File: src/rtl/io_bar_pkg.sv
// Package: shared field positions, register map constants and the entry record
// used by the I/O base address decoder. Assumes 16-bit host I/O addresses.
package io_bar_pkg;
    localparam int HOST_AW     = 16;
    localparam int REG_AW      = 6;
    localparam int BAR_EN_BIT  = 15;
    localparam int MAX_ENTRIES = 16;
    localparam logic [REG_AW-1:0] STS_ADDR = 6'h20;
    localparam int STS_ERR_BIT  = 0;
    localparam int STS_CONF_BIT = 1;

    typedef struct packed {
        logic [HOST_AW-1:0] base;
        logic               en;
        logic [HOST_AW-1:0] mask;
    } bar_entry_t;
endpackage

File: src/rtl/bar_entry.sv
// Module: bar_entry
// Storage for one base address entry. It holds the host address, the enable
// flag and the don't-care mask. Assumes the write strobes are already decoded
// by the caller. Bit 14 and bits 13:0 of the base word are never stored.
module bar_entry
    import io_bar_pkg::*;
#(
    parameter logic [HOST_AW-1:0] DEF_BASE  = '0,
    parameter logic               DEF_EN    = 1'b0
) (
    input  logic       clk,
    input  logic       rst_n,
    input  logic       wr_base,
    input  logic       wr_mask,
    input  logic [31:0] wdata,
    output bar_entry_t ent
);
    // Base field and enable: load from the upper word and bit 15 only.
    always_ff @(posedge clk) begin
        if (!rst_n) begin
            ent.base <= DEF_BASE;
            ent.en   <= DEF_EN;
        end else if (wr_base) begin
            ent.base <= wdata[31:16];
            ent.en   <= wdata[BAR_EN_BIT];
        end
    end

    // Mask field: low half-word of a mask write.
    always_ff @(posedge clk) begin
        if (!rst_n)
            ent.mask <= '0;
        else if (wr_mask)
            ent.mask <= wdata[HOST_AW-1:0];
    end
endmodule

File: src/rtl/bar_match.sv
// Module: bar_match
// Compares the bus address against every entry at once. Registers the claim,
// the hit vector and the lowest hit index one clock after the strobe. Also
// drives an unregistered multi-hit flag so the status block can capture it
// on the same edge. Assumes NUM_ENTRIES is between 1 and 16.
module bar_match
    import io_bar_pkg::*;
#(
    parameter int NUM_ENTRIES = 8,
    localparam int IDX_W = (NUM_ENTRIES > 1) ? $clog2(NUM_ENTRIES) : 1
) (
    input  logic                   clk,
    input  logic                   rst_n,
    input  logic                   strobe,
    input  logic [HOST_AW-1:0]     addr,
    input  bar_entry_t             ents [NUM_ENTRIES],
    output logic                   multi_now,
    output logic                   claim,
    output logic [NUM_ENTRIES-1:0] hit_vec,
    output logic [IDX_W-1:0]       hit_idx
);
    logic [NUM_ENTRIES-1:0] raw_hit;
    logic [NUM_ENTRIES-1:0] en_vec;
    logic [IDX_W-1:0]       low_idx;

    // Per-entry comparator: enabled, and every unmasked bit agrees.
    for (genvar g = 0; g < NUM_ENTRIES; g++) begin : g_cmp
        assign raw_hit[g] = ents[g].en &&
                            (((addr ^ ents[g].base) & ~ents[g].mask) == '0);
        assign en_vec[g]  = ents[g].en;
    end

    // Lowest-index encoder: scan downward so the smallest hit wins.
    always_comb begin
        low_idx = '0;
        for (int i = NUM_ENTRIES - 1; i >= 0; i--)
            if (raw_hit[i]) low_idx = IDX_W'(i);
    end

    // Two or more hits: clearing the lowest set bit leaves a bit standing.
    assign multi_now = strobe && ((raw_hit & (raw_hit - 1'b1)) != '0);

    // Result register: captured on strobed cycles, cleared otherwise.
    always_ff @(posedge clk) begin
        if (!rst_n || !strobe) begin
            claim   <= 1'b0;
            hit_vec <= '0;
            hit_idx <= '0;
        end else begin
            claim   <= |raw_hit;
            hit_vec <= raw_hit;
            hit_idx <= low_idx;
        end
    end

    p_claim_after_strobe_r9: assert property (@(posedge clk) disable iff (!rst_n)
        claim |-> $past(strobe));
    p_idle_clears_r9: assert property (@(posedge clk) disable iff (!rst_n)
        !strobe |=> (hit_vec == '0 && hit_idx == '0));
    p_enable_gate_r3: assert property (@(posedge clk) disable iff (!rst_n)
        (hit_vec & ~$past(en_vec)) == '0);
    p_lowest_index_r6: assert property (@(posedge clk) disable iff (!rst_n)
        claim |-> (hit_vec[hit_idx] &&
                   ((hit_vec & ((NUM_ENTRIES'(1) << hit_idx) - 1'b1)) == '0)));
endmodule

File: src/rtl/bar_status.sv
// Module: bar_status
// Holds the sticky error and conflict flags. A flag is set when multiple
// entries hit and cleared by a write-one-to-clear. Setting takes precedence
// over clearing in the same cycle.
module bar_status (
    input  logic clk,
    input  logic rst_n,
    input  logic multi_now,
    input  logic clr_err,
    input  logic clr_conf,
    output logic err,
    output logic conf
);
    // Error flag: set on overlap, held until cleared.
    always_ff @(posedge clk) begin
        if (!rst_n)         err <= 1'b0;
        else if (multi_now) err <= 1'b1;
        else if (clr_err)   err <= 1'b0;
    end

    // Conflict flag: same policy with its own clear bit.
    always_ff @(posedge clk) begin
        if (!rst_n)         conf <= 1'b0;
        else if (multi_now) conf <= 1'b1;
        else if (clr_conf)  conf <= 1'b0;
    end

    p_overlap_sets_flags_r7: assert property (@(posedge clk) disable iff (!rst_n)
        multi_now |=> (err && conf));
    p_err_sticky_r8: assert property (@(posedge clk) disable iff (!rst_n)
        (err && !clr_err) |=> err);
    p_conf_sticky_r8: assert property (@(posedge clk) disable iff (!rst_n)
        (conf && !clr_conf) |=> conf);
endmodule

File: src/rtl/io_bar_decoder.sv
// Module: io_bar_decoder (top)
// A bank of base address entries with a register port, a parallel address
// decoder and sticky overlap status. Assumes 1 <= NUM_ENTRIES <= 16 so that
// every entry register falls below the status address.
module io_bar_decoder
    import io_bar_pkg::*;
#(
    parameter int NUM_ENTRIES = 8,
    parameter logic [NUM_ENTRIES*HOST_AW-1:0] DEF_BASE = '0,
    parameter logic [NUM_ENTRIES-1:0]         DEF_EN   = '0,
    localparam int IDX_W = (NUM_ENTRIES > 1) ? $clog2(NUM_ENTRIES) : 1
) (
    input  logic                   clk,
    input  logic                   rst_n,
    input  logic                   reg_we,
    input  logic [REG_AW-1:0]      reg_addr,
    input  logic [31:0]            reg_wdata,
    output logic [31:0]            reg_rdata,
    input  logic                   io_strobe,
    input  logic [HOST_AW-1:0]     io_addr,
    output logic                   claim,
    output logic [NUM_ENTRIES-1:0] hit_vec,
    output logic [IDX_W-1:0]       hit_idx,
    output logic                   sts_err,
    output logic                   sts_conflict
);
    bar_entry_t ents [NUM_ENTRIES];
    logic       multi_now;
    logic       sts_wr;

    // Entry bank: each entry decodes its own pair of word addresses.
    for (genvar g = 0; g < NUM_ENTRIES; g++) begin : g_ent
        localparam logic [REG_AW-1:0] BASE_A = REG_AW'(2 * g);
        localparam logic [REG_AW-1:0] MASK_A = REG_AW'(2 * g + 1);
        bar_entry #(
            .DEF_BASE (DEF_BASE[g*HOST_AW +: HOST_AW]),
            .DEF_EN   (DEF_EN[g])
        ) u_ent (
            .clk     (clk),
            .rst_n   (rst_n),
            .wr_base (reg_we && reg_addr == BASE_A),
            .wr_mask (reg_we && reg_addr == MASK_A),
            .wdata   (reg_wdata),
            .ent     (ents[g])
        );
    end

    bar_match #(.NUM_ENTRIES(NUM_ENTRIES)) u_match (
        .clk       (clk),
        .rst_n     (rst_n),
        .strobe    (io_strobe),
        .addr      (io_addr),
        .ents      (ents),
        .multi_now (multi_now),
        .claim     (claim),
        .hit_vec   (hit_vec),
        .hit_idx   (hit_idx)
    );

    assign sts_wr = reg_we && reg_addr == STS_ADDR;

    bar_status u_sts (
        .clk      (clk),
        .rst_n    (rst_n),
        .multi_now(multi_now),
        .clr_err  (sts_wr && reg_wdata[STS_ERR_BIT]),
        .clr_conf (sts_wr && reg_wdata[STS_CONF_BIT]),
        .err      (sts_err),
        .conf     (sts_conflict)
    );

    // Read mux: base word, mask word or status; zero for unmapped addresses.
    always_comb begin
        reg_rdata = '0;
        if (reg_addr == STS_ADDR) begin
            reg_rdata[STS_ERR_BIT]  = sts_err;
            reg_rdata[STS_CONF_BIT] = sts_conflict;
        end
        for (int i = 0; i < NUM_ENTRIES; i++) begin
            if (reg_addr == REG_AW'(2 * i))
                reg_rdata = {ents[i].base, ents[i].en, 15'b0};
            if (reg_addr == REG_AW'(2 * i + 1))
                reg_rdata = {16'b0, ents[i].mask};
        end
    end

    p_claim_has_hit_r4: assert property (@(posedge clk) disable iff (!rst_n)
        claim == (hit_vec != '0));
    p_multi_claims_r7: assert property (@(posedge clk) disable iff (!rst_n)
        multi_now |=> claim && $countones(hit_vec) > 1);
endmodule

File: config.mk
export PLATFORM = sky130hd
export DESIGN_NAME = io_bar_decoder
export DESIGN_NICKNAME = d
export VERILOG_FILES = /design/src/rtl/io_bar_pkg.sv /design/src/rtl/bar_entry.sv /design/src/rtl/bar_match.sv /design/src/rtl/bar_status.sv /design/src/rtl/io_bar_decoder.sv
export SDC_FILE = /design/constraint.sdc
export NUM_CORES = 1
export LEC_CHECK = 0
export BUFFER_PORTS_ARGS = -buffer_cell sky130_fd_sc_hd__buf_2
export CAP_MARGIN = 20
export CORE_MARGIN = 1
export CORE_UTILIZATION = 52
export DETAILED_ROUTE_END_ITERATION = 8
export GPL_ROUTABILITY_DRIVEN = 0
export PLACE_DENSITY_LB_ADDON = 0.1
export SLEW_MARGIN = 5
export SYNTH_ARGS = -nofsm -noshare
export SYNTH_HDL_FRONTEND = slang
export SYNTH_SLANG_ARGS = --single-unit
File: constraint.sdc
create_clock -name clk -period 1.9 [get_ports clk]
set_input_delay 0.285 -clock clk [delete_from_list [all_inputs] [get_ports clk]]
set_output_delay 0.285 -clock clk [all_outputs]
set_load 0.02 [all_outputs]
* After elaboration in Yosys (flattened, before gate mapping)
Index checks and enable logic that the tools add are counted.
** Storage, ports and cells
- Flip-flop bits (word level) :: 278
- Word-level logic and storage cells :: 148
** Operators by class
- Reduce and logical (&&, ||, !) cells :: 47
- Equality and inequality tests :: 16
- Bitwise logic cells :: 25
- Mux-type cells :: 28
- Add/subtract/negate cells :: 1
** Operators with widths (count)
- 32-bit two-way mux :: 16
- 16-bit bitwise AND :: 8
- 16-bit logical NOT :: 8
- 16-bit inverter :: 8
- 16-bit bitwise XOR :: 8
- 6-bit by 4-bit equality test with 1-bit output (second input constant) :: 8
- 1-bit logical AND :: 28
- 6-bit by 3-bit equality test with 1-bit output (second input constant) :: 4
- 6-bit by 2-bit equality test with 1-bit output (second input constant) :: 2
- 3-bit two-way mux :: 4
- 8-bit bitwise AND :: 1
- 8-bit nonzero test :: 1
- 8-bit OR reduction :: 1
- 8-bit by 1-bit subtractor with 8-bit output (second input constant) :: 1
- 6-bit by 1-bit equality test with 1-bit output (second input constant) :: 1
- 6-bit equality test (second input constant) :: 1
- 6-bit logical NOT :: 1
- 2-bit two-way mux :: 3
- 1-bit two-way mux :: 5
- 5-bit OR reduction :: 1
- 2-bit nonzero test :: 2
- 3-bit OR reduction :: 1
- 1-bit logical NOT :: 2
- 2-bit OR reduction :: 1
- 1-bit logical OR :: 1

* Depth between registers and ports, before layout
Gate-level depths: netlist of run 1.
- Word-level depth :: 18
- Gate-level depth with buffers :: 9
- Mapped depth without buffers :: 8

* Hierarchy
Synthesis of run 1 repeated with hierarchy kept, for this count alone.
** Second synthesis, totals
- Cell total of the unflattened synthesis :: 1394
- Area total of the unflattened synthesis :: 14606.5 µm²
** Modules (own cells, without submodules)
- bar_entry :: seq. area each 660.6 µm², cells each 106, times used 8, area an instance 1271.2 µm²
- bar_match :: seq. area each 240.2 µm², cells each 284, times used 1, area an instance 2378.5 µm²
- io_bar_decoder :: seq. area each 0.0 µm², cells each 256, times used 1, area an instance 1975.6 µm²
- bar_status :: seq. area each 40.0 µm², cells each 6, times used 1, area an instance 82.6 µm²

* Worst setup path before layout of run 1
Ideal clock, no wire load.
- Path kind :: input -> output
- Start point :: input port reg_addr[0]
- End point :: output port reg_rdata[15]
- Stages :: 9
- Data required time :: 1.615 ns
- Path slack :: -0.400 ns
- Data arrival time :: 2.015 ns
- Cell sequence :: buf_2 nor3b_1 nand2_1 nor3_2 a211oi_1 o32a_1 o31ai_1 a21oi_1 o21ai_0
** Between the ends
- Longest elaborated chain between the ends :: 17
- Elaborated cells on any way between the ends :: 32
** Ends and longest elaborated chain
- from (decl) :: line io_bar_decoder.sv:16 : input logic [REG_AW-1:0] reg_addr,
- 6-bit logical NOT :: line io_bar_decoder.sv:80 : if (reg_addr == REG_AW'(2 * i))
- 32-bit two-way mux :: line io_bar_decoder.sv:80
- 32-bit two-way mux :: line io_bar_decoder.sv:82 : if (reg_addr == REG_AW'(2 * i + 1))
- 32-bit two-way mux :: line io_bar_decoder.sv:80
- 32-bit two-way mux :: line io_bar_decoder.sv:82
- 32-bit two-way mux :: line io_bar_decoder.sv:80
- 32-bit two-way mux :: line io_bar_decoder.sv:82
- 32-bit two-way mux :: line io_bar_decoder.sv:80
- 32-bit two-way mux :: line io_bar_decoder.sv:82
- 32-bit two-way mux :: line io_bar_decoder.sv:80
- 32-bit two-way mux :: line io_bar_decoder.sv:82
- 32-bit two-way mux :: line io_bar_decoder.sv:80
- 32-bit two-way mux :: line io_bar_decoder.sv:82
- 32-bit two-way mux :: line io_bar_decoder.sv:80
- 32-bit two-way mux :: line io_bar_decoder.sv:82
- 32-bit two-way mux :: line io_bar_decoder.sv:80
- 32-bit two-way mux (*) :: line io_bar_decoder.sv:82
- to (decl) :: line io_bar_decoder.sv:18 : output logic [31:0] reg_rdata,
Every way passes the cells marked *; elsewhere a longest branch is shown, timed or not.

* Worst setup path after layout of run 1
- Start point :: register g_ent[2].u_ent.ent[28] in the netlist's numbering
- End point :: register u_sts.conf
** Between the ends
- Longest elaborated chain between the ends :: 9
- Elaborated cells on any way between the ends :: 10
** Ends and longest elaborated chain
- from (decl) :: line bar_entry.sv:16 : output bar_entry_t ent
- 16-bit bitwise XOR (*) :: line bar_match.sv:29 : (((addr ^ ents[g].base) & ~ents[g].mask) == '0);
- 16-bit bitwise AND (*) :: line bar_match.sv:29
- 16-bit logical NOT (*) :: line bar_match.sv:29
- 1-bit logical AND (*) :: line bar_match.sv:28 : assign raw_hit[g] = ents[g].en &&
- 8-bit by 1-bit subtractor with 8-bit output :: line bar_match.sv:41 : assign multi_now = strobe && ((raw_hit & (raw_hit - 1'b1)) != '0);
- 8-bit bitwise AND (*) :: line bar_match.sv:41
- 8-bit nonzero test (*) :: line bar_match.sv:41
- 1-bit logical AND (*) :: line bar_match.sv:41
- 1-bit two-way mux / 2-bit nonzero test (equally long branches)
- to (signal assigned) :: line bar_status.sv:23 : if (!rst_n) conf <= 1'b0;
- to (signal assigned) :: line bar_status.sv:24 : else if (multi_now) conf <= 1'b1;
- to (signal assigned) :: line bar_status.sv:25 : else if (clr_conf) conf <= 1'b0;
- to (decl) :: line bar_status.sv:12 : output logic conf
Marks and branches as above.
A chain may end at the register's enable or synchronous reset.

==> results summary, run 1 <==
The number of DRC violations after detailed routing came out at 10. The checks that failed: DRC, setup timing. The post-layout total power is 0.0135 W. Between clock sinks in the finished design, the worst skew comes to 0.0166 ns. The per-instance average area after synthesis came out at 8.08 µm². The switching power is 0.00342 W. The delay of the slowest cell on the worst path is 0.81 ns. The total count of max-transition violations in the final report is 0.

The clock net sink count came out at 278. The min-delay analysis places its worst path in the category input port to flip-flop. The largest fanout of any net on the critical path is 3. The number of global-route vias before repair came out at 15500. The cell internal power dissipation came out at 0.0101 W.

In the post-route analysis, the smallest setup slack over all paths is -0.827 ns. The number of fill cells is 1653. In this run the horizontal extent of the chip is 168 µm. The clock latency of the later-clocked register in the worst-skew pair is 0.58 ns. The flow ran to the end, but the final reports show violations.

The HPWL after detailed placement is 46400 µm. STA classifies the critical path endpoint as a flip-flop. The worst slack at placement is -0.650 ns.

The critical path goes through buf_6 > xnor2_2 > o22ai_2 > nor4_4 > o2111ai_4 > maj3_2 > a211oi_4 > a31oi_1 > nand2_1. The largest voltage drop on the vdd net is 0.602 mV. The total overflow left after global routing is 0. The synthesized area came out at 14400 µm². The data arrival time of the critical path is 3.25 ns. Of all cell types, the one taking the most synthesized area is sky130_fd_sc_hd__dfxtp_1. The data required time at the worst endpoint is 2.42 ns. Clock-pin slew was measured on the worst setup and hold paths at 0.06 ns. The initial antenna violation count is 5. The synthesized netlist devotes 0.148% of its cell area to adder and majority cells. The worst setup path is of the flip-flop to flip-flop kind. In this run, the number of DRC markers left after iteration 0 of detailed routing was 2791.

The fraction of power spent switching nets came out at 25.3%. The placeable core region is 27000 µm². The area of the die came out at 28400 µm². The total number of nets in the final design is 2250. The number of placement rows is 60.

The reg2reg setup slack is -0.83 ns. The root buffer cell chosen for the clock tree is sky130_fd_sc_hd__clkbuf_16. The xor and xnor fraction of the mapped netlist area is 8.05%. For this run, the leading register cell type out of synthesis is sky130_fd_sc_hd__dfxtp_1.

The total I/O pin count came out at 104. Synthesis handed over a netlist of 1782 instances. Power spread over the standard cell area amounts to 627 nW/µm². After detailed routing, the average wire length per cell comes to 28.1 µm. Ranked by instance count, the synthesized netlist is headed by sky130_fd_sc_hd__nand2_1 (505), sky130_fd_sc_hd__dfxtp_1 (278), sky130_fd_sc_hd__a21boi_0 (246). The proportion of power drawn by flip-flops and latches came out at 43.4%.

The launching element type of the critical path is a flip-flop. The fraction of the mapped netlist area in compound gates came out at 24.7%. The number of nets in the synthesized netlist is 1840.

The highest clock frequency the design can meet came out at 367 MHz. In this run the tool buffered the top-level ports with 103 buffer cells. The initial standard-cell utilization of the core is 53.3%. The total leakage power is 8.19 nW.

The post-route minimum period came out at 2.73 ns. The final setup violation count is 40. In this run the tightest slew margin relative to its limit is 45.2%. The post-synthesis sequential element count is 278. The number of max-capacitance violations reported is 0. The dominant cell by count in the synthesized netlist is sky130_fd_sc_hd__nand2_1. The signed area change from the synthesized netlist to the final layout is 49.4%. The worst-margin pin slew is 0.816 ns. The number of failing hold endpoints at the final stage was 0.

After synthesis, the share of flip-flops with an asynchronous set or reset is 0%. Counting the buffers created by CTS gives 30. Broken down by cell family, the worst path's largest delay share belongs to simple AND/OR/NAND/NOR gates. The synthesized design contains 0 enable-type register cells.

The average vias per placed instance is 6.54. The count of nets left with antenna violations after detail routing is 0. Per report_power, the clock group accounts for 45.7% of the total. The mux share of post-synthesis cell area came out at 2.99%.

The pin count of the biggest net entering global routing is 71. The first global-routing pass estimated 98400 µm of wire. The final critical path takes up 144% of the cycle. Of the synthesized area, sequential elements account for 38.7%. The sum of routed wire length over all layers is 72000 µm.

The number of synthesis warnings is 0. Of the cells placed in the final design, the portion with a size suffix greater than 1 is 40.6%. The detailed-routing iteration count for the pre-antenna-repair pass came out at 9. The final-layout worst hold slack came out at 0.0196 ns. The count of different cell masters after synthesis is 60. TritonCTS built the clock tree. Sorting the synthesized cells by area gives the leading types as sky130_fd_sc_hd__dfxtp_1 (39%), sky130_fd_sc_hd__nand2_1 (13%), sky130_fd_sc_hd__a21boi_0 (13%). The die height came out at 168 µm.

Summing the areas of all and, or, nand and nor instances in the mapped netlist gives 19.9% of the synthesized area. The routed layout has 16700 vias. The total global-route track usage came out at 46.9%. The main combinational cell family by area after synthesis is compound AO/OA/AOI/OAI gates. The number of buffers added to fix hold violations after cts came out at 0. The largest individual stage delay along the critical path comes from the cell sky130_fd_sc_hd__nor4_4. The share of total power in combinational logic came out at 10.9%. The fraction of synthesized cell area taken by the top area cell type is 38.7%. The number of buffers and inverters on the critical path is 1. The longest clock path from root to sink contains 3 buffers. Setup repair after global routing could not meet its margin everywhere. The deepest level of the CTS H-tree is 1.
==> flip-flops by register name, summed over array words and instances (netlist names) <==
| signal | count |
|---|---|
| u_sts.conf | 1 |
| u_match.hit_idx | 3 |
| g_ent.u_ent.ent | 264 |
| u_sts.err | 1 |
| u_match.hit_vec | 8 |
| u_match.claim | 1 |
==> timing repair <==
action	4_1_cts	5_1_grt
cloned	4	2
pin swaps	104	120
hold endpoints to repair	0	0
endpoints found under the setup margin	40	42
setup buffers	52	25
gates resized for setup	296	137
==> power by group through the flow <==
stage / Combinational [W] / Sequential (W) / Clock [W]
2_1_floorplan: 0.000663 / 0.00600 / 0
3_3_place_gp: 0.00114 / 0.00601 / 0
3_5_place_dp: 0.00115 / 0.00601 / 0
4_1_cts: 0.00127 / 0.00586 / 0.00610
5_1_grt: 0.00149 / 0.00585 / 0.00637
6_report: 0.00147 / 0.00586 / 0.00617
==> logic make-up (layout without fill, tap and decap cells) <==
group | count (synthesis) | after routing
buffers and inverters | 165 | 598
XOR/XNOR | 128 | 128
AND/OR/NAND/NOR | 680 | 680
flip-flops | 278 | 278
multiplexers | 40 | 40
other | 0 | 2
AO/OA/AOI/OAI | 489 | 489
adder cells (fa/ha/maj) | 2 | 2
==> layout by cell type (no fill, tap or decap), types with 20 or more instances in the layout <==
| cell | n |
|---|---|
| sky130_fd_sc_hd__a21boi_0 | 245 |
| sky130_fd_sc_hd__a22oi_1 | 35 |
| sky130_fd_sc_hd__buf_12 | 51 |
| sky130_fd_sc_hd__buf_2 | 66 |
| sky130_fd_sc_hd__buf_4 | 358 |
| sky130_fd_sc_hd__buf_6 | 60 |
| sky130_fd_sc_hd__clkbuf_16 | 33 |
| sky130_fd_sc_hd__dfxtp_1 | 179 |
| sky130_fd_sc_hd__dfxtp_2 | 80 |
| sky130_fd_sc_hd__mux2i_1 | 32 |
| sky130_fd_sc_hd__nand2_1 | 498 |
| sky130_fd_sc_hd__nand3_1 | 42 |
| sky130_fd_sc_hd__nor2_1 | 39 |
| sky130_fd_sc_hd__nor2b_1 | 20 |
| sky130_fd_sc_hd__o22ai_1 | 27 |
| sky130_fd_sc_hd__o22ai_2 | 20 |
| sky130_fd_sc_hd__xnor2_1 | 81 |
| sky130_fd_sc_hd__xnor2_2 | 39 |
==> path summary, 6_finish.rpt <==
path	start	to	depth (start not counted)
min reg2reg	g_ent[0].u_ent.ent[3]	g_ent[0].u_ent.ent[3]	2
min	io_strobe	u_match.hit_idx[0]	3
max reg2reg	g_ent[2].u_ent.ent[28]	u_sts.conf	9
max	g_ent[2].u_ent.ent[28]	u_sts.conf	9
==> through the flow <==
| stage | TNS (ns) | std cells | instance area (µm²) | utilization [%] |
|---|---|---|---|---|
| 4_1_cts | -6.27 | 2534 | 20700 | 76.5 |
| 3_3_place_gp | -18.05 | 2437 | 18100 | 66.9 |
| 2_1_floorplan | -0.599 | 1782 | 14500 | - |
| 6_report | -14.18 | 2558 | 21500 | 79.6 |
| 3_5_place_dp | -25.18 | 2437 | 18100 | 66.9 |
| 5_1_grt | -15.00 | 2556 | 21500 | 79.6 |
==> final cells by class <==
type / count / area, µm² / area share [%]
clock inverters: 13 / 140 / 0.652
well taps: 341 / 427 / 1.98
multi-input cells: 1339 / 9410 / 43.7
repair buffers: 543 / 4900 / 22.8
clock buffers: 42 / 887 / 4.12
flip-flops and latches: 278 / 5740 / 26.7
diodes: 2 / 5.00 / 0.0233
==> tightest hold or removal path, cell delays in order <==
cell and delay, ns:
sky130_fd_sc_hd__buf_2 0.11, sky130_fd_sc_hd__nand3_1 0.10, sky130_fd_sc_hd__a21oi_1 0.06
==> routing by layer <==
metal / vias to the layer above / GRT usage (%) / share of wire, %
met2: 1456 / 67.7 / 40
met1: 7862 / 58.2 / 34
met5: - / 0.696 / 0.096
met4: 8 / 32.9 / 8.9
met3: 455 / 16.1 / 16
li1: 6948 / - / -
Note: power is estimated with default switching activity, not from simulation.
==> inputs of run 2 (changes only) <==
--- a/config.mk
+++ b/config.mk
@@ -12,6 +12,7 @@
 export DETAILED_ROUTE_END_ITERATION = 8
 export GPL_ROUTABILITY_DRIVEN = 0
 export PLACE_DENSITY_LB_ADDON = 0.1
+export SETUP_SLACK_MARGIN = 0.5
 export SLEW_MARGIN = 5
 export SYNTH_ARGS = -nofsm -noshare
 export SYNTH_HDL_FRONTEND = slang
==> run 2 against run 1 <==
- largest cell class unchanged
- sequential share of layout area decreased by 0.079 points
- critical path depth is 2 lower
- combinational power up 3%
- highest routed layer unchanged
- sequential power is essentially flat
- final cell count fell by 1.4%
- the flow finishes with violations (setup timing)
- hold slack improved by 0.011 ns
- flip-flop and latch count unchanged
==> results summary, run 2 (synthesized netlist as in run 1, its figures left out) <==
The highest clock frequency the design can meet was 393 MHz (+7.3%). The clock net sink count came to 278 (unchanged). The post-layout worst setup margin was -0.642 ns (+0.185 ns). The largest fanout of any net on the critical path is 5 (+2).

The buffer levels on the longest clock path was 3 (unchanged). The data required time at the worst endpoint is 2.35 ns (-0.07 ns). The placeable core region came out at 27000 µm² (unchanged). The detailed router's first-iteration violation count is 2908 (+4.2%). The pin count of the biggest net entering global routing came to 102 (+44%). The number of global-route vias before repair is 15100 (-2.4%). The deepest level of the CTS H-tree is 1 (unchanged). The total count of max-transition violations in the final report is 0 (unchanged). The total leakage power came out at 8.11 nW (-0.96%). The signed area change from the synthesized netlist to the final layout came out at 50.3%. The number of failing hold endpoints at the final stage came out at 0 (unchanged). The final cell utilization of the core is 80.0% (+0.44 points).

The worst-margin pin slew came to 1.25 ns (+0.431 ns). The number of port buffers is 103 (unchanged). TritonCTS built the clock tree. The area of the die is 28400 µm² (unchanged). The clock skew after layout came out at 0.0197 ns (+0.00313 ns).

The clock latency of the later-clocked register in the worst-skew pair is 0.58 ns (about the same). The layout cell share with drive strength beyond 1 is 42.4% (+1.8 points). The critical path in this run is classified as flip-flop to flip-flop. The initial standard-cell utilization of the core is 53.3% (unchanged). In the layout the commonest cells are sky130_fd_sc_hd__nand2_1 (488), sky130_fd_sc_hd__buf_4 (309), sky130_fd_sc_hd__dfxtp_1 (175), sky130_fd_sc_hd__a21boi_0 (147), sky130_fd_sc_hd__a21boi_1 (93). The final setup violation count is 41 (+2.5%). The cell count of the worst reg-to-reg path is 7 (-2). The clock buffer count from CTS came to 30 (unchanged). Setup repair after global routing could not meet its margin everywhere. The HPWL reported at the end of detailed placement was 46600 µm (+0.43%).

The endpoint identified for the worst register-to-register timing path is u_sts.err. The flip-flop count of the largest register after layout was 264 (unchanged). The total I/O pin count is 104 (unchanged). The checks that failed: setup timing. The total global-route track usage is 46.7% (-0.16 points). The count of nets left with antenna violations after detail routing is 0 (unchanged). The number of max-capacitance violations reported came out at 0 (unchanged). The total number of vias is 16900 (+0.88%). The power density relative to cell area came out at 617 nW/µm² (-1.6%). The total global routing overflow came to 0 (unchanged). The most critical setup path has its endpoint at u_sts.err.

The average wire per standard cell is 29.3 µm (+4.2%). The worst register-to-register path begins at g_ent[7].u_ent.ent[28]. The clock-pin slew reported for the worst setup and hold paths after clock tree synthesis is 0.06 ns (about the same).

The die height is 168 µm (unchanged). The type of destination of the critical path is a flip-flop. In the final layout, the registers with the most flip-flops are g_ent.u_ent.ent (264), u_match.hit_vec (8), u_match.hit_idx (3). The number of DRC violations after detailed routing came out at 0 (-10). The sum of routed wire length over all layers came out at 74000 µm (+2.8%). The most critical setup path has its startpoint at g_ent[7].u_ent.ent[28]. The average vias per placed instance came out at 6.69 (+2.3%). The library cell used most frequently in the layout, excluding fill and tap cells, is sky130_fd_sc_hd__nand2_1. The wire length of the first global-routing pass is 97700 µm (-0.68%). The number of placement rows is 60 (unchanged). The reg2reg setup slack came to -0.64 ns (+0.19 ns). The horizontal extent of the die is 168 µm (unchanged). The launching element type of the critical path is a flip-flop. The path category of the worst min-delay check is input port to flip-flop.

The post-place instance area was 17900 µm² (-0.96%). The post-route clock period utilization came out at 134% (-9.7 points). The initial antenna violation count came out at 5 (unchanged). The flow ran to the end, but the final reports show violations. The tree is rooted in a sky130_fd_sc_hd__clkbuf_16. The headroom to the max-slew limit is 16.9% (-28 points). The total number of nets in the final design is 2215 (-1.6%). The largest voltage drop on the vdd net is 0.740 mV (+23%). The detailed-routing iteration count for the pre-antenna-repair pass came to 6 (-3). The summed area of non-filler cells in the final layout is 21600 µm² (+0.56%).

The number of buffers added to fix hold violations after cts was 0 (unchanged). More flip-flops sit in one register than any other, and that register is g_ent.u_ent.ent. The post-route minimum period is 2.54 ns (-0.185 ns). The data arrival time of the critical path came out at 3.00 ns (-0.25 ns).
[run 2: layout make-up]
| class | instances | area, µm² |
|---|---|---|
| multi-input combinational | 1339 | 9710 |
| clock inverter | 11 | 86.3 |
| fill | 1638 | 5400 |
| sequential | 278 | 5750 |
| clock buffer | 44 | 905 |
| timing repair buffer | 508 | 4750 |
| tap | 341 | 427 |
| antenna | 2 | 5.00 |
[run 2: worst min path at each step]
stage	startpoint	end	slack [ns]	cells past startpoint
after floorplan	g_ent[1].u_ent.ent[8]	g_ent[1].u_ent.ent[8]	0.44	2
after global placement	g_ent[0].u_ent.ent[11]	g_ent[0].u_ent.ent[11]	0.48	2
after detailed placement	g_ent[1].u_ent.ent[8]	g_ent[1].u_ent.ent[8]	0.48	2
after CTS	reg_wdata[27]	g_ent[2].u_ent.ent[28]	0.03	3
after global routing	reg_wdata[31]	g_ent[7].u_ent.ent[32]	0.06	3
final	reg_wdata[31]	g_ent[7].u_ent.ent[32]	0.03	3
[run 2: stage by stage]
step | power, W | hold WS [ns] | worst slack (ns) | TNS [ns] | std cells
after floorplan | 0.00672 | 0.442 | -0.0575 | -0.523 | 1782
after global placement | 0.00717 | 0.476 | -0.331 | -8.23 | 2375
after detailed placement | 0.00718 | 0.477 | -0.386 | -11.22 | 2375
after CTS | 0.0130 | 0.0300 | -0.423 | -5.45 | 2470
after global routing | 0.0135 | 0.0580 | -0.610 | -10.59 | 2522
final | 0.0134 | 0.0304 | -0.642 | -9.95 | 2523
[run 2: routing by layer]
layer | share of wire [%] | vias up | global-route usage, % | wire (µm)
li1 | - | 6894 | - | -
met1 | 35 | 7947 | 58.8 | 25600
met2 | 40 | 1502 | 68.7 | 29400
met3 | 16 | 519 | 15.2 | 11700
met4 | 9.5 | 14 | 29.2 | 7000
met5 | 0.32 | - | 1.57 | 236
[run 2: where the power goes]
group	switching [W]	internal, W	total [W]	leakage (nW)
combinational	0.000876	0.000635	0.00151	5.32
clock	0.00257	0.00342	0.00599	0.495
sequential	0.0000345	0.00582	0.00585	2.30
[run 2: what timing repair did]
item                                    in CTS  in global routing
gates resized for setup                    240                281
pin swaps                                   72                 89
gates cloned                                 2                  9
endpoints found under the hold margin        0                  0
endpoints found under the setup margin      69                163
setup buffers                               38                 42
[run 2: worst max-delay path: stages, from the launching register on]
cell and delay (ns):
sky130_fd_sc_hd__dfxtp_1 0.44, sky130_fd_sc_hd__xnor2_1 0.11, sky130_fd_sc_hd__o22ai_1 0.93, sky130_fd_sc_hd__nor4_4 0.05, sky130_fd_sc_hd__o2111ai_4 0.20, sky130_fd_sc_hd__or3b_4 0.45, sky130_fd_sc_hd__nand4b_1 0.16, sky130_fd_sc_hd__nand2_1 0.07
